[src/rtl/legacy_chk_pkg.sv]
package legacy_chk_pkg;

    localparam int CAUSE_W = 4;

    typedef enum int unsigned {
        C_MULTI = 0,
        C_WIDE  = 1,
        C_LOW   = 2,
        C_ALL   = 3
    } cause_idx_e;

    typedef logic [CAUSE_W-1:0] cause_t;

    // Classified view of one port, independent of address width
    typedef struct packed {
        logic vga;    // claims the video window
        logic isa;    // ISA aliasing on
        logic dec16;  // 16-bit decode select
        logic valid;  // usable I/O window
        logic low;    // usable window starting at zero
    } port_view_t;

    function automatic cause_t merge_cause(input cause_t held, input cause_t clr,
                                           input cause_t fresh);
        return (held & ~clr) | fresh;
    endfunction

endpackage

[src/rtl/peer_rule_eval.sv]
module peer_rule_eval
    import legacy_chk_pkg::*;
#(
    parameter int NPORT = 4
) (
    input  port_view_t view [NPORT],
    input  logic       strict,
    output cause_t     cause_now
);

    localparam int CW = $clog2(NPORT + 1);

    logic [NPORT-1:0] wide_x;
    logic [NPORT-1:0] low_x;
    logic [NPORT-1:0] all_x;
    logic [CW-1:0]    owner_cnt;

    always_comb begin
        owner_cnt = '0;
        for (int p = 0; p < NPORT; p++) begin
            owner_cnt = owner_cnt + CW'(view[p].vga);
        end
    end

    for (genvar gx = 0; gx < NPORT; gx++) begin : g_owner
        logic hit_wide;
        logic hit_low;
        logic hit_all;

        always_comb begin
            hit_wide = 1'b0;
            hit_low  = 1'b0;
            hit_all  = 1'b0;
            for (int y = 0; y < NPORT; y++) begin
                if (y != gx && !view[y].isa) begin
                    hit_all = 1'b1;
                    if (view[y].valid) hit_wide = 1'b1;
                    if (view[y].low)   hit_low  = 1'b1;
                end
            end
        end

        assign wide_x[gx] = view[gx].vga && !view[gx].dec16 && hit_wide;
        assign low_x[gx]  = view[gx].vga &&  view[gx].dec16 && hit_low;
        assign all_x[gx]  = view[gx].vga && hit_all;
    end

    always_comb begin
        cause_now          = '0;
        cause_now[C_MULTI] = (owner_cnt > CW'(1));
        cause_now[C_WIDE]  = !strict && (|wide_x);
        cause_now[C_LOW]   = !strict && (|low_x);
        cause_now[C_ALL]   =  strict && (|all_x);
    end

endmodule

[config.mk]
export PLATFORM = sky130hd
export DESIGN_NAME = peer_rule_eval
export DESIGN_NICKNAME = d
export VERILOG_FILES = /design/src/rtl/legacy_chk_pkg.sv /design/src/rtl/peer_rule_eval.sv
export SDC_FILE = /design/constraint.sdc
export NUM_CORES = 1
export LEC_CHECK = 0
export BUFFER_PORTS_ARGS = -buffer_cell sky130_fd_sc_hd__buf_2
export CAP_MARGIN = 30
export CORE_AREA = 2 2 39 41
export DETAILED_ROUTE_END_ITERATION = 8
export DIE_AREA = 0 0 41 43
export SKIP_LAST_GASP = 1
export SLEW_MARGIN = 10
export SYNTH_ARGS = -nofsm -noshare
export SYNTH_HDL_FRONTEND = slang
export SYNTH_SLANG_ARGS = --single-unit
[constraint.sdc]
create_clock -name vclk -period 2.3
set_input_delay 0.46 -clock vclk [all_inputs]
set_output_delay 0.46 -clock vclk [all_outputs]
set_load 0.02 [all_outputs]
# [Word level (Yosys, flattened, before mapping)]
# Index checks and enable logic that the tools add are counted.
# Widths: inputs -> output; s select.
[totals] register_bits=0 output_inout_bits=4 input_bits=21 word_cells=80
[op_classes] magnitude_cmp=1 add_sub_neg=3 mux=45 reduce_logical=31
[op_table] op="$mux 1" count=45
[op_table] op="$logic_and 1x1->1" count=23
[op_table] op="$reduce_or 4->1" count=3
[op_table] op="$logic_not 1->1" count=5
[op_table] op="$add 2x1->3" count=1
[op_table] op="$add 3x1->3" count=1
[op_table] op="$gt 3x1->1 const B" count=1
[op_table] op="$add 1x1->2" count=1

# [Depth between registers and ports, before layout]
[logic_depth] depth_word=9 ltp_mapped=3 mapped_depth_nobuf=3

# [Worst setup path after synthesis]
# OpenSTA, ideal clock, no wires.
[synth_timing] path_type="in2out" start="input view[4] (netlist bit)" end="output cause_now[0]" cell_stages=3 path_buffers=0 arrival_time_ns=1.460 slack_ns=0.380 path_cell_list="inv_1 > fa_1 > o21ai_0"
[synth_via] elab_chain_cells=2
[synth_lines] item="start: declaration" line_no="peer_rule_eval.sv:6" text="input port_view_t view [NPORT],"
[synth_lines] item="$add 3x1->3" line_no="peer_rule_eval.sv:21" text="owner_cnt = owner_cnt + CW'(view[p].vga);"
[synth_lines] item="$gt 3x1->1" line_no="peer_rule_eval.sv:50" text="cause_now[C_MULTI] = (owner_cnt > CW'(1));"
[synth_lines] item="end: declaration" line_no="peer_rule_eval.sv:8" text="output cause_t cause_now"
# Every way passes these cells.

# [Worst setup path in the final report]
# Same ends and word-level chain as after synthesis.

==> out/metrics.cfg <==
[drt]
dr.pass1.iters = 4
remaining_drcs = 0
detailedRoute.firstIterationViolations = 8
detailroute.via_count = 369
detail_route.wl_per_cell_um = 11.3
ant_nets = 0
drt-total-wl_um = 834
drt-vias-per-instance = 4.99

[worst_hold_path]
worstHoldStart = strict
hold_class = in2out
timing.hold.worst_path_depth = 3
whs_endpoint = cause_now[2]

[global_route]
grt_pass1_vias = 350
groute.usage.overall_pct = 11.2
wire_length_of_the_first_global_routing_pass_um = 1490
grt-ovfl-total = 0
pin_count_of_the_biggest_net_entering_global_routing = 5
grt_antenna_before_repair = 0

[timing]
timing.fmax_mhz = 528
fin_crit_period_ps = 1890
number_of_pins_with_negative_max_slew_slack_in_the_final_report = 0
timing.final.hold_violations = 0
worst_slew_margin_rel_pct = 78.3
worstMarginPinSlew_ps = 321
rsz_0062_raised_after_global_routing = no
period_share_pct = 82.4
setup_viol_count_final = 0
tns_ps = 0
final.hold.worst_slack_ps = 1220
setup_ws_ps = 406

[clocking]
postCtsSetupBuffers = 0
number_of_buffers_added_to_fix_hold_violations_after_cts = 0
cts-resized-gates = 0

[finish]
finalInstanceArea_um2 = 377
numSequentialCells = 0
multi_input_comb_area_um2 = 201
n_fill_cell = 165
final_core_utilization_pct = 27.2
post_route_cells_drive_above_1_share_pct = 43.1
insertedDiodeCount = 0
fin_cells = 74
register_area_um2 = 0
final.clkbuf_count = 0
num-nets-final = 82
areaGrowthSynthToFinish_pct = 62.7

[synth]
syn-instance-count = 33
compound_gate_fraction_of_synth_area_pct = 56.8
synth-xor-area-share_pct = 0
synth.distinct_cells = 10
synth.top_cell.area_share_pct = 26.5
synth_sequential_area_ratio_pct = 0
yosys.area_share.simple_pct = 21.6
synthesis.yosys.warnings = 0
post-synth-top-area-cell = sky130_fd_sc_hd__o311ai_0
mappedNetlistNets = 55
largest_family_of_logic_cells_by_synthesized_area = compound AO/OA/AOI/OAI gates
synthesis.area_per_instance_um2 = 7.01
synthTopCellsByArea = sky130_fd_sc_hd__o311ai_0, sky130_fd_sc_hd__nor2b_1, sky130_fd_sc_hd__inv_1
synth.mux.area_fraction_pct = 0
yosys.area_share.adder_pct = 8.65
synthTopCellsByCount = sky130_fd_sc_hd__inv_1, sky130_fd_sc_hd__nor2b_1, sky130_fd_sc_hd__o311ai_0
syn_area_um2 = 231

[floorplanning]
die_area_um2 = 1760
core_region_area_um2 = 1380
die-width_um = 41
fp-row-count = 14
initial_utilization_pct = 16.7
floorplan.die.height_um = 43
number_of_top_level_design_ports = 25

[placement]
gpl.final_weighted_congestion = 0.812
placedCellCount = 74
dpl_worst_slack_ps = 417
port_buffers = 25
placement.cell_area_um2 = 377
hpwl_um = 757

[critical_path]
start_kind = input pin
worstSetupPathType = in2out
worst_ep_arrival_time_ps = 1430
timing.critical_path.required_ps = 1840
critPathCaptureType = output port
cp_max_fo = 3

[run]
max-cap-violations = 0

[power_and_ir_drop]
ir_drop_v = 0.0000477
report.power.total_uw = 66.2
leakagePower_nw = 0.185
cellPowerDensity_nw_per_um2 = 176

[outcome]
status = completed

==> power by group <==
part           total [mW]  internal (mW)  leakage, nW  switching, mW
logic              0.0662         0.0304        0.185         0.0358
registers               0              0            0              0
clock network           0              0            0              0
total              0.0662         0.0304        0.185         0.0358
==> final cells by class <==
cell class                 instances  share of cell area (%)
multi-input combinational         25                    53.5
timing repair buffer              25                    33.2
inverter                           8                    7.97
tap                               16                    5.32
==> worst max-delay path, stage by stage <==
cell and delay (ps):
sky130_fd_sc_hd__buf_2 100, sky130_fd_sc_hd__inv_1 80, sky130_fd_sc_hd__fa_1 470, sky130_fd_sc_hd__o21ai_0 140, sky130_fd_sc_hd__buf_2 180
==> layer usage <==
layer / vias up / part of all wire [%] / wire length, um / global-route usage, %
met1: 179 / 38 / 317 / 14.9
met5: - / 0 / 0 / 0
met2: 7 / 59 / 488 / 20.3
met4: 0 / 0 / 0 / 0
met3: 0 / 3.2 / 27 / 0
li1: 183 / - / - / -
==> cell families (layout without fill, tap and decap cells) <==
group           Yosys count  count (layout)
compound gates           16              16
fa+ha+maj                 1               1
simple gates              8               8
buf+inv                   8              33
==> cell usage in the layout (no fill, tap or decap), drive strengths merged <==
cell and count:
buf 25, o21ai 1, a22oi 2, o22ai 2
a41oi 2, o41a 1, inv 8, o311ai 8
fa 1, nor2b 8
==> worst max path at each step <==
stage	startpoint	to	slack (ps)	cells after the start
floorplan	view[4]	cause_now[0]	380	3
global placement	view[9]	cause_now[0]	410	5
detailed placement	view[9]	cause_now[0]	420	5
CTS	view[4]	cause_now[0]	410	5
global route	view[11]	cause_now[1]	290	5
finish	view[4]	cause_now[0]	410	5
Note: power is estimated with default switching activity, not from simulation.
